`src/rtl/sed_pkg.sv`:
```
package sed_pkg;
  typedef enum logic [1:0] {
    PG_ERASE     = 2'd0,
    PG_WRITE     = 2'd1,
    PG_ERASE_ALL = 2'd2,
    PG_WRITE_ALL = 2'd3
  } pgm_op_e;

  typedef enum logic [2:0] {
    S_IDLE, S_CMD, S_DATA, S_READ, S_DONE
  } fe_state_e;

  localparam logic [1:0] OPC_EXT   = 2'b00;
  localparam logic [1:0] OPC_WRITE = 2'b01;
  localparam logic [1:0] OPC_READ  = 2'b10;
  localparam logic [1:0] OPC_ERASE = 2'b11;

  localparam logic [1:0] EXT_DIS  = 2'b00;
  localparam logic [1:0] EXT_WALL = 2'b01;
  localparam logic [1:0] EXT_EALL = 2'b10;
  localparam logic [1:0] EXT_EN   = 2'b11;
endpackage

```
`src/rtl/sed_sync.sv`:
```
module sed_sync #(
  parameter int W      = 3,
  parameter int STAGES = 2
) (
  input  logic         clk,
  input  logic         rst_n,
  input  logic [W-1:0] din,
  output logic [W-1:0] dout
);
  logic [W-1:0] stage_q [STAGES];

  for (genvar s = 0; s < STAGES; s++) begin : g_stage
    if (s == 0) begin : g_first
      always_ff @(posedge clk or negedge rst_n) begin
        if (!rst_n) stage_q[s] <= '0;
        else        stage_q[s] <= din;
      end
    end else begin : g_next
      always_ff @(posedge clk or negedge rst_n) begin
        if (!rst_n) stage_q[s] <= '0;
        else        stage_q[s] <= stage_q[s-1];
      end
    end
  end

  assign dout = stage_q[STAGES-1];
endmodule

```
`src/rtl/sed_pgm_req.sv`:
```
module sed_pgm_req
  import sed_pkg::*;
#(
  parameter int AW = 6,
  localparam int AW8 = AW + 1
) (
  input  logic           clk,
  input  logic           rst_n,
  input  logic           load,
  input  pgm_op_e        load_op,
  input  logic [AW8-1:0] load_addr,
  input  logic [15:0]    load_data,
  input  logic           ready,
  output logic           valid,
  output pgm_op_e        op,
  output logic [AW8-1:0] addr,
  output logic [15:0]    data
);
  logic           valid_n;
  pgm_op_e        op_n;
  logic [AW8-1:0] addr_n;
  logic [15:0]    data_n;

  always_comb begin
    valid_n = valid;
    op_n    = op;
    addr_n  = addr;
    data_n  = data;
    if (valid && ready) valid_n = 1'b0;
    if (load && !valid) begin
      valid_n = 1'b1;
      op_n    = load_op;
      addr_n  = load_addr;
      data_n  = load_data;
    end
  end

  always_ff @(posedge clk or negedge rst_n) begin
    if (!rst_n) begin
      valid <= 1'b0;
      op    <= PG_ERASE;
      addr  <= '0;
      data  <= '0;
    end else begin
      valid <= valid_n;
      op    <= op_n;
      addr  <= addr_n;
      data  <= data_n;
    end
  end
endmodule

```
`src/rtl/sed_frontend.sv`:
```
module sed_frontend
  import sed_pkg::*;
#(
  parameter int AW = 6,
  localparam int AW8  = AW + 1,
  localparam int CW   = AW8 + 2,
  localparam int CNTW = $clog2(CW + 17)
) (
  input  logic           clk,
  input  logic           rst_n,
  input  logic           org_x16,
  input  logic           cs_s,
  input  logic           sclk_s,
  input  logic           di_s,
  input  logic [15:0]    rd_data,
  output logic           rd_en,
  output logic [AW-1:0]  rd_addr,
  output logic           do_q,
  output logic           do_oe,
  output logic           wen,
  output logic           req_load,
  output pgm_op_e        req_op,
  output logic [AW8-1:0] req_addr,
  output logic [15:0]    req_data
);
  fe_state_e      st, st_n;
  logic [CNTW-1:0] cnt, cnt_n;
  logic [CW-1:0]  sh, sh_n, sh_nx;
  logic [15:0]    dsh, dsh_n, dsh_nx;
  logic [AW8-1:0] ra, ra_n, ra_inc;
  logic [15:0]    word_q, word_n, osh, osh_n;
  logic           do_n, oe_n, rd_en_n, rd_vld, wen_n, sclk_d;
  pgm_op_e        cop, cop_n;
  logic [AW8-1:0] cadr, cadr_n;
  logic           rise;
  logic [1:0]     opc, ext;
  logic [AW8-1:0] adr;
  logic [CNTW-1:0] frame_last, data_last;

  assign rise       = sclk_s & ~sclk_d;
  assign sh_nx      = {sh[CW-2:0], di_s};
  assign dsh_nx     = {dsh[14:0], di_s};
  assign opc        = org_x16 ? sh_nx[AW+1:AW]   : sh_nx[AW8+1:AW8];
  assign ext        = org_x16 ? sh_nx[AW-1:AW-2] : sh_nx[AW8-1:AW8-2];
  assign adr        = org_x16 ? {1'b0, sh_nx[AW-1:0]} : sh_nx[AW8-1:0];
  assign frame_last = org_x16 ? CNTW'(AW + 1) : CNTW'(AW8 + 1);
  assign data_last  = org_x16 ? CNTW'(15) : CNTW'(7);
  assign ra_inc     = org_x16 ? {1'b0, ra[AW-1:0] + 1'b1} : ra + 1'b1;
  assign rd_addr    = org_x16 ? ra[AW-1:0] : ra[AW8-1:1];

  always_comb begin
    st_n     = st;
    cnt_n    = cnt;
    sh_n     = sh;
    dsh_n    = dsh;
    ra_n     = ra;
    osh_n    = osh;
    do_n     = do_q;
    oe_n     = do_oe;
    rd_en_n  = 1'b0;
    wen_n    = wen;
    cop_n    = cop;
    cadr_n   = cadr;
    req_load = 1'b0;
    req_op   = PG_ERASE;
    req_addr = '0;
    req_data = '0;
    word_n   = word_q;
    if (rd_vld)
      word_n = org_x16 ? rd_data
                       : {(ra[0] ? rd_data[15:8] : rd_data[7:0]), 8'h00};
    if (!cs_s) begin
      st_n  = S_IDLE;
      oe_n  = 1'b0;
      do_n  = 1'b0;
      cnt_n = '0;
    end else if (rise) begin
      unique case (st)
        S_IDLE: if (di_s) begin
          st_n  = S_CMD;
          cnt_n = '0;
          sh_n  = '0;
        end
        S_CMD: begin
          sh_n  = sh_nx;
          cnt_n = cnt + 1'b1;
          if (cnt == frame_last) begin
            st_n = S_DONE;
            unique case (opc)
              OPC_READ: begin
                st_n    = S_READ;
                ra_n    = adr;
                rd_en_n = 1'b1;
                cnt_n   = '0;
                oe_n    = 1'b1;
                do_n    = 1'b0;
              end
              OPC_WRITE: begin
                st_n   = S_DATA;
                cnt_n  = '0;
                cop_n  = PG_WRITE;
                cadr_n = adr;
              end
              OPC_ERASE: begin
                req_load = wen;
                req_op   = PG_ERASE;
                req_addr = adr;
              end
              default: begin
                unique case (ext)
                  EXT_EN:   wen_n = 1'b1;
                  EXT_DIS:  wen_n = 1'b0;
                  EXT_EALL: begin
                    req_load = wen;
                    req_op   = PG_ERASE_ALL;
                  end
                  default: begin
                    st_n   = S_DATA;
                    cnt_n  = '0;
                    cop_n  = PG_WRITE_ALL;
                    cadr_n = '0;
                  end
                endcase
              end
            endcase
          end
        end
        S_DATA: begin
          dsh_n = dsh_nx;
          cnt_n = cnt + 1'b1;
          if (cnt == data_last) begin
            st_n     = S_DONE;
            req_load = wen;
            req_op   = cop;
            req_addr = cadr;
            req_data = org_x16 ? dsh_nx : {8'h00, dsh_nx[7:0]};
          end
        end
        S_READ: begin
          if (cnt == '0) begin
            do_n    = word_q[15];
            osh_n   = {word_q[14:0], 1'b0};
            ra_n    = ra_inc;
            rd_en_n = 1'b1;
            cnt_n   = CNTW'(1);
          end else begin
            do_n  = osh[15];
            osh_n = {osh[14:0], 1'b0};
            cnt_n = (cnt == data_last) ? '0 : cnt + 1'b1;
          end
        end
        default: ;
      endcase
    end
  end

  always_ff @(posedge clk or negedge rst_n) begin
    if (!rst_n) begin
      st     <= S_IDLE;
      cnt    <= '0;
      sh     <= '0;
      dsh    <= '0;
      ra     <= '0;
      word_q <= '0;
      osh    <= '0;
      do_q   <= 1'b0;
      do_oe  <= 1'b0;
      rd_en  <= 1'b0;
      rd_vld <= 1'b0;
      wen    <= 1'b0;
      cop    <= PG_ERASE;
      cadr   <= '0;
      sclk_d <= 1'b0;
    end else begin
      st     <= st_n;
      cnt    <= cnt_n;
      sh     <= sh_n;
      dsh    <= dsh_n;
      ra     <= ra_n;
      word_q <= word_n;
      osh    <= osh_n;
      do_q   <= do_n;
      do_oe  <= oe_n;
      rd_en  <= rd_en_n;
      rd_vld <= rd_en;
      wen    <= wen_n;
      cop    <= cop_n;
      cadr   <= cadr_n;
      sclk_d <= sclk_s;
    end
  end
endmodule

```
`src/rtl/sereep_cmd_dec.sv`:
```
module sereep_cmd_dec
  import sed_pkg::*;
#(
  parameter int AW = 6,
  localparam int AW8 = AW + 1
) (
  input  logic           clk,
  input  logic           rst_n,
  input  logic           org_x16,
  input  logic           sp_cs,
  input  logic           sp_clk,
  input  logic           sp_di,
  output logic           sp_do,
  output logic           sp_do_oe,
  output logic           mem_rd_en,
  output logic [AW-1:0]  mem_rd_addr,
  input  logic [15:0]    mem_rd_data,
  output logic           pgm_valid,
  input  logic           pgm_ready,
  output logic [1:0]     pgm_op,
  output logic [AW8-1:0] pgm_addr,
  output logic [15:0]    pgm_data
);
  logic           cs_s, sclk_s, di_s, wen;
  logic           req_load;
  pgm_op_e        req_op, op_q;
  logic [AW8-1:0] req_addr;
  logic [15:0]    req_data;

  sed_sync #(.W(3), .STAGES(2)) u_sync (
    .clk  (clk),
    .rst_n(rst_n),
    .din  ({sp_cs, sp_clk, sp_di}),
    .dout ({cs_s, sclk_s, di_s})
  );

  sed_frontend #(.AW(AW)) u_fe (
    .clk     (clk),
    .rst_n   (rst_n),
    .org_x16 (org_x16),
    .cs_s    (cs_s),
    .sclk_s  (sclk_s),
    .di_s    (di_s),
    .rd_data (mem_rd_data),
    .rd_en   (mem_rd_en),
    .rd_addr (mem_rd_addr),
    .do_q    (sp_do),
    .do_oe   (sp_do_oe),
    .wen     (wen),
    .req_load(req_load),
    .req_op  (req_op),
    .req_addr(req_addr),
    .req_data(req_data)
  );

  sed_pgm_req #(.AW(AW)) u_req (
    .clk      (clk),
    .rst_n    (rst_n),
    .load     (req_load),
    .load_op  (req_op),
    .load_addr(req_addr),
    .load_data(req_data),
    .ready    (pgm_ready),
    .valid    (pgm_valid),
    .op       (op_q),
    .addr     (pgm_addr),
    .data     (pgm_data)
  );

  assign pgm_op = op_q;
endmodule

```
`config.mk`:
```
export PLATFORM = sky130hd
export DESIGN_NAME = sereep_cmd_dec
export DESIGN_NICKNAME = d
export VERILOG_FILES = /design/src/rtl/sed_pkg.sv /design/src/rtl/sed_sync.sv /design/src/rtl/sed_pgm_req.sv /design/src/rtl/sed_frontend.sv /design/src/rtl/sereep_cmd_dec.sv
export SDC_FILE = /design/constraint.sdc
export NUM_CORES = 1
export LEC_CHECK = 0
export CELL_PAD_IN_SITES_DETAIL_PLACEMENT = 0
export CELL_PAD_IN_SITES_GLOBAL_PLACEMENT = 2
export CORE_ASPECT_RATIO = 0.75
export CORE_MARGIN = 5
export CORE_UTILIZATION = 30
export DETAILED_ROUTE_END_ITERATION = 8
export PLACE_DENSITY = 0.76
export SLEW_MARGIN = 5
export SYNTH_ARGS = -nofsm -noshare
export SYNTH_HDL_FRONTEND = slang
export SYNTH_SLANG_ARGS = --single-unit
```
`constraint.sdc`:
```
create_clock -name clk -period 4.5 [get_ports clk]
set_input_delay 0.45 -clock clk [delete_from_list [all_inputs] [get_ports clk]]
set_output_delay 0.45 -clock clk [all_outputs]
set_load 0.01 [all_outputs]
```
==> metrics, run 1 <==
status=complete, no violations; LEAKAGE=between 3 and 4 nW; total CTS buffers=17; min Tclk post-route=2.93 ns; critical path arrival=around 3.3 ns; largest net degree at the start of global routing=56; internal power=2.10 mW; final WL=13100 um; Routed Antenna Nets=0; post-cts resize count=0; FP Rows=42; nature of the critical path endpoint=register; CTS tree=done; Nets=617; register area share after synthesis=between 50 and 60%; Die Area=21100 um^2; Synth warnings=0; # DRC=0; CTS Buffer Depth=2; Hold-fix buffers, CTS=1; Comb pwr share=3.2%; Sw Pwr=549 uW; vias=roughly 4100; class of the most critical setup path=input port to register; Placeable Area=17800 um^2; Worst-Skew Late Latency=between 0.4 and 0.5 ns; wire per inst=15.6 um; Total GRT Usage=12.9%; EDFF count, synth=0; # setup viols final=0; # fillers=1761; first-pass GRT wire length=22000 um; post-synth cell types=65; H-tree depth=4; Root Driver=clkbuf_16; Pwr Density=roughly 380 nW/um^2; asr flop ratio synth=100%; Slew Viols, Final=0; Top Ports=58; switching share of power=~21%; gr ovfl total=0; GP Congestion=0.762; register share of total power=40.0%; worst slew pin tran=around 0.98 ns; PortBufs=57; DRT Pass-1 Iters=5; share of cells above drive strength 1=14.3%; post-synthesis cell count=531; # Post-CTS Setup Buffers=0; Slew headroom=34.8%; Starting Density=30.8%; vias in the first global route=4014; Setup WS pre-CTS=1.11 ns; syn_area_per_cell=10.3 um^2; VDD IR max=0.212 mV; setup slack after layout=1.57 ns; Worst Skew=~0.0077 ns; Hold Fails Final Rpt=0; area growth from synthesis to layout=26.3%; n_diodes=0; FMAX=341 MHz; via/cell ratio=around 4.9; initial antenna violation count=0; Crit Path Max Fanout=18; clock power share=between 50% and 60%; synthesized cell area=5490 um^2; Max-Cap Viols=0; crit share post-route=roughly two thirds; Synth Flop Type=dfrtp_1; Worst-path clk slew=~0.060 ns; 1st-iter DRT viols=220; Post-DP HPWL=about 9100 um; HP Class=register to register; syn_nets=565; flops & latches, synth=116; RSZ-0062 raised after global routing=false; Final TNS setup=0 ns; Startpoint Class=input port; Worst Path Required=4.85 ns; Die Wd=166 um; Die Y=~130 um; clock sinks=116
[power by group through the flow]
stage	Sequential (mW)	Clock [mW]	Combinational, mW
floorplan	1.07	0	0.0354
global placement	1.08	0	0.0845
detailed placement	1.08	0	0.0854
CTS	1.06	1.54	0.0868
global route	1.06	1.59	0.0953
finish	1.06	1.50	0.0839
[registers in the layout, summed over array words and instances, names as in the netlist, 7 cells and up]
register and cells:
u_fe.cadr 7, u_fe.dsh 15, u_fe.osh 15, u_fe.ra 7, u_fe.sh 8, u_fe.word_q 16, u_req.addr 7, u_req.data 16
[cell usage after synthesis, types with 2 or more instances]
master,n,area (um^2)
or3b_1,2,17.5
nand3_1,22,110
nand2b_1,4,25.0
mux2i_1,13,130
nand4_1,2,12.5
a21o_1,2,15.0
inv_1,29,109
and2_1,2,12.5
xnor2_1,2,17.5
a22o_1,16,140
or2_2,3,18.8
a32o_1,6,60.1
buf_2,14,70.1
o21ai_1,20,100
and3_1,3,18.8
o21ai_0,23,115
nand2_1,72,270
nor3_1,7,35.0
clkbuf_1,14,52.6
ha_1,11,138
nor2_1,36,135
o21a_1,2,15.0
and4b_1,2,20.0
a21oi_1,14,70.1
nand3b_1,4,30.0
nor2b_1,3,18.8
a22oi_1,4,30.0
dfrtp_1,116,2900
buf_1,2,7.51
nand4b_1,3,26.3
a31oi_1,16,100
a31o_2,2,17.5
mux2_2,26,293
a32oi_1,2,17.5
nor4_2,2,25.0
[stage by stage]
stage	area [um^2]	util [%]	power, mW	cells	hold WS [ns]
finish	6940	38.9	2.64	838	0.351
global route	6940	38.9	2.74	838	0.365
CTS	6940	38.9	2.68	838	0.353
detailed placement	6270	35.2	1.16	805	0.294
global placement	6270	35.2	1.16	805	0.293
floorplan	5490	-	1.11	531	0.154
[critical path, stage by stage]
cell	delay [ns]
clkdlybuf4s50_1	0.64
mux2i_1	0.40
ha_1	0.35
mux2i_1	0.33
nor4_2	0.07
a22oi_2	0.54
buf_4	0.33
a22o_1	0.17
[metal layers]
metal	track usage, %	part of all wire (%)	vias up
li1	-	-	1983
met1	18.9	51	2004
met2	18.6	43	76
met3	4.29	5.0	7
met4	3.17	0.80	0
met5	0	0	-
[kinds of logic after synthesis]
group | after synthesis | share of synthesized area [%]
buffers and inverters | 62 | 4.78
AOI/OAI and AO/OA | 119 | 14.5
muxes | 41 | 8.18
adders and majority gates | 11 | 2.51
DFF | 116 | 52.8
and+or+nand+nor | 179 | 16.6
xor gates and xnor gates | 3 | 0.615
[cells in the final DEF, fill, tap and decap left out, drive strengths merged, types with 5 or more instances in the layout]
| master | instances |
|---|---|
| nand3 | 22 |
| a31oi | 16 |
| inv | 29 |
| a21oi | 14 |
| a32o | 6 |
| ha | 11 |
| bufinv | 5 |
| nor3 | 9 |
| clkbuf | 20 |
| nand2 | 72 |
| dfrtp | 116 |
| mux2i | 13 |
| o21ai | 43 |
| clkdlybuf4s50 | 56 |
| a22o | 17 |
| nor2 | 37 |
| mux2 | 28 |
| a22oi | 5 |
| buf | 8 |
[worst paths after layout]
path	startpoint	endpoint	slack [ns]	cells past startpoint
max reg2reg	u_sync.dout[2]$_DFF_PN0_	u_req.data[13]$_DFFE_PN0P_	1.76	5
min	u_sync.stage_q[3]$_DFF_PN0_	u_sync.dout[0]$_DFF_PN0_	0.35	0
min reg2reg	u_sync.stage_q[3]$_DFF_PN0_	u_sync.dout[0]$_DFF_PN0_	0.35	0
max in group asynchronous	rst_n	u_fe.dsh[7]$_DFFE_PN0P_	3.18	3
min in group asynchronous	rst_n	u_fe.word_q[0]$_DFFE_PN0P_	0.40	2
max	org_x16	u_req.data[13]$_DFFE_PN0P_	1.57	8
[cell type report]
cell class	instances	area, um^2	share of cell area (%)
inverters	30	114	1.64
flip-flops and latches	116	2900	41.8
multi-input cells	353	2330	33.5
clock inverters	12	203	2.92
clock buffers	20	457	6.58
repair buffers	65	631	9.09
well taps	242	303	4.37
Power figures use the tool's default switching activity.
==> run 2: changes to the inputs <==
--- a/config.mk
+++ b/config.mk
@@ -11,7 +11,7 @@
 export CORE_MARGIN = 5
 export CORE_UTILIZATION = 30
 export DETAILED_ROUTE_END_ITERATION = 8
-export PLACE_DENSITY = 0.76
+export PLACE_DENSITY = 0.79
 export SLEW_MARGIN = 5
 export SYNTH_ARGS = -nofsm -noshare
 export SYNTH_HDL_FRONTEND = slang
==> constraint.sdc (replaced) <==
create_clock -name clk -period 2.4 [get_ports clk]
set_input_delay 0.24 -clock clk [delete_from_list [all_inputs] [get_ports clk]]
set_output_delay 0.24 -clock clk [all_outputs]
set_load 0.01 [all_outputs]
==> metrics, run 2 (synthesis results as in run 1) <==
status=complete, no violations; vias in the first global route=~4300; Worst-path clk slew=0.05 ns; GP Congestion=about 0.82; critical path arrival=slightly below 2 ns; DRT Pass-1 Iters=5; VDD IR max=around 0.38 mV; 1st-iter DRT viols=259; via/cell ratio=4.82; hold depth=1; Pwr Density=636 nW/um^2; Final Power=4.58 mW; Starting Density=between 30% and 40%; Reg-to-Reg End=u_req.addr[5]$_DFFE_PN0P_; Top Ports=58; Reg2Reg Depth=6; min Tclk post-route=2.18 ns; setup slack after layout=0.220 ns; Slew headroom=39.6%; Max-Cap Viols=0; Nets=roughly 660; Crit path max-delay family=buffers and inverters; HP Class=input port to register; class of the most critical setup path=input port to primary output; H-tree depth=4; Root Driver=clkbuf_16; Die Area=21100 um^2; Total GRT Usage=13.3%; worst path cell trace=clkdlybuf4s50_1 -> buf_4 -> buf_4 -> mux2_2 -> clkdlybuf4s50_1; Crit Path Max Fanout=16; share of cells above drive strength 1=approximately a fifth; vias=4243; fin util=40.4%; gr ovfl total=0; Worst Skew=a little under 0.008 ns; crit path buf inv count=4; Slew Viols, Final=0; Placeable Area=17800 um^2; n_diodes=0; area growth from synthesis to layout=31.0%; leading cell types in the layout, fill and taps excluded=dfrtp_1, nand2_1, clkdlybuf4s50_1; Startpoint Class=input port; Hold EP=u_sync.stage_q[3]$_DFF_PN0_; LEAKAGE=3.28 nW; RSZ-0062 raised after global routing=false; total CTS buffers=17; top flop regs=u_fe.word_q (16), u_req.data (16); CTS tree=done; CTS Buffer Depth=2; reg-to-reg setup timing slack=between 0.2 and 0.3 ns; PortBufs=57; initial antenna violation count=0; Hold Fails Final Rpt=0; Final Hold Slack=around 0.27 ns; max incr delay on CP=0.48 ns; Post-Layout Cell Count=880; dpl cell area=6630 um^2; Routed Antenna Nets=0; # DRC=0; Die Y=127 um; FMAX=459 MHz; Critical-path top delay cell=clkdlybuf4s50_1; Setup WS pre-CTS=-0.145 ns; worst slew pin tran=a little over 0.9 ns; hold path startpoint=sp_di; largest net degree at the start of global routing=44; # setup viols final=0; Post-DP HPWL=9680 um; crit share post-route=90.8%; Die Wd=between 150 and 200 um; dpl cells=849; Worst Path Required=roughly 2.2 ns; clock sinks=116; FP Rows=42; nature of the critical path endpoint=primary output; first-pass GRT wire length=approximately 23000 um; Worst-Skew Late Latency=0.41 ns; reg-to-reg startpoint=u_fe.cnt[3]$_DFFE_PN0P_; post-route cell area=7200 um^2; wire per inst=15.3 um; final WL=13400 um; Final TNS setup=0 ns; most common cell after layout, fill and taps aside=dfrtp_1
run 2: layout make-up:
type / count / area (um^2)
Sequential cell: 116 / 2900
Fill cell: 1756 / 10600
Clock inverter: 10 / 110
Timing Repair Buffer: 109 / 986
Multi-Input combinational cell: 353 / 2330
Clock buffer: 20 / 447
Inverter: 30 / 114
Tap cell: 242 / 303
run 2: power by group:
group	internal, mW	switching, mW
clock	1.53	0.884
sequential	1.97	0.00990
combinational	0.0825	0.104
run 2: repair_timing:
action	in CTS	in global routing
setup endpoints to repair	0	0
gates resized for setup	0	0
buffers inserted	0	0
hold buffers	1	0
endpoints found under the hold margin	31	0
run 2: worst max path at each step:
stage	from	end	slack, ns	depth (start not counted)
global route	u_fe.cnt[3]$_DFFE_PN0P_	u_req.addr[4]$_DFFE_PN0P_	0.08	5
detailed placement	org_x16	u_req.addr[1]$_DFFE_PN0P_	-0.14	10
finish	org_x16	mem_rd_addr[5]	0.22	5
global placement	org_x16	u_req.addr[4]$_DFFE_PN0P_	-0.13	10
CTS	org_x16	mem_rd_addr[5]	0.20	5
floorplan	org_x16	u_req.addr[6]$_DFFE_PN0P_	0.02	9
run 2: layer usage:
metal / vias to the layer above / global-route usage [%] / wire [um]
met5: - / 0 / 0
met4: 0 / 4.47 / 146
met3: 9 / 3.77 / 570
met2: 77 / 18.8 / 5810
met1: 2097 / 19.6 / 6900
li1: 2060 / - / -
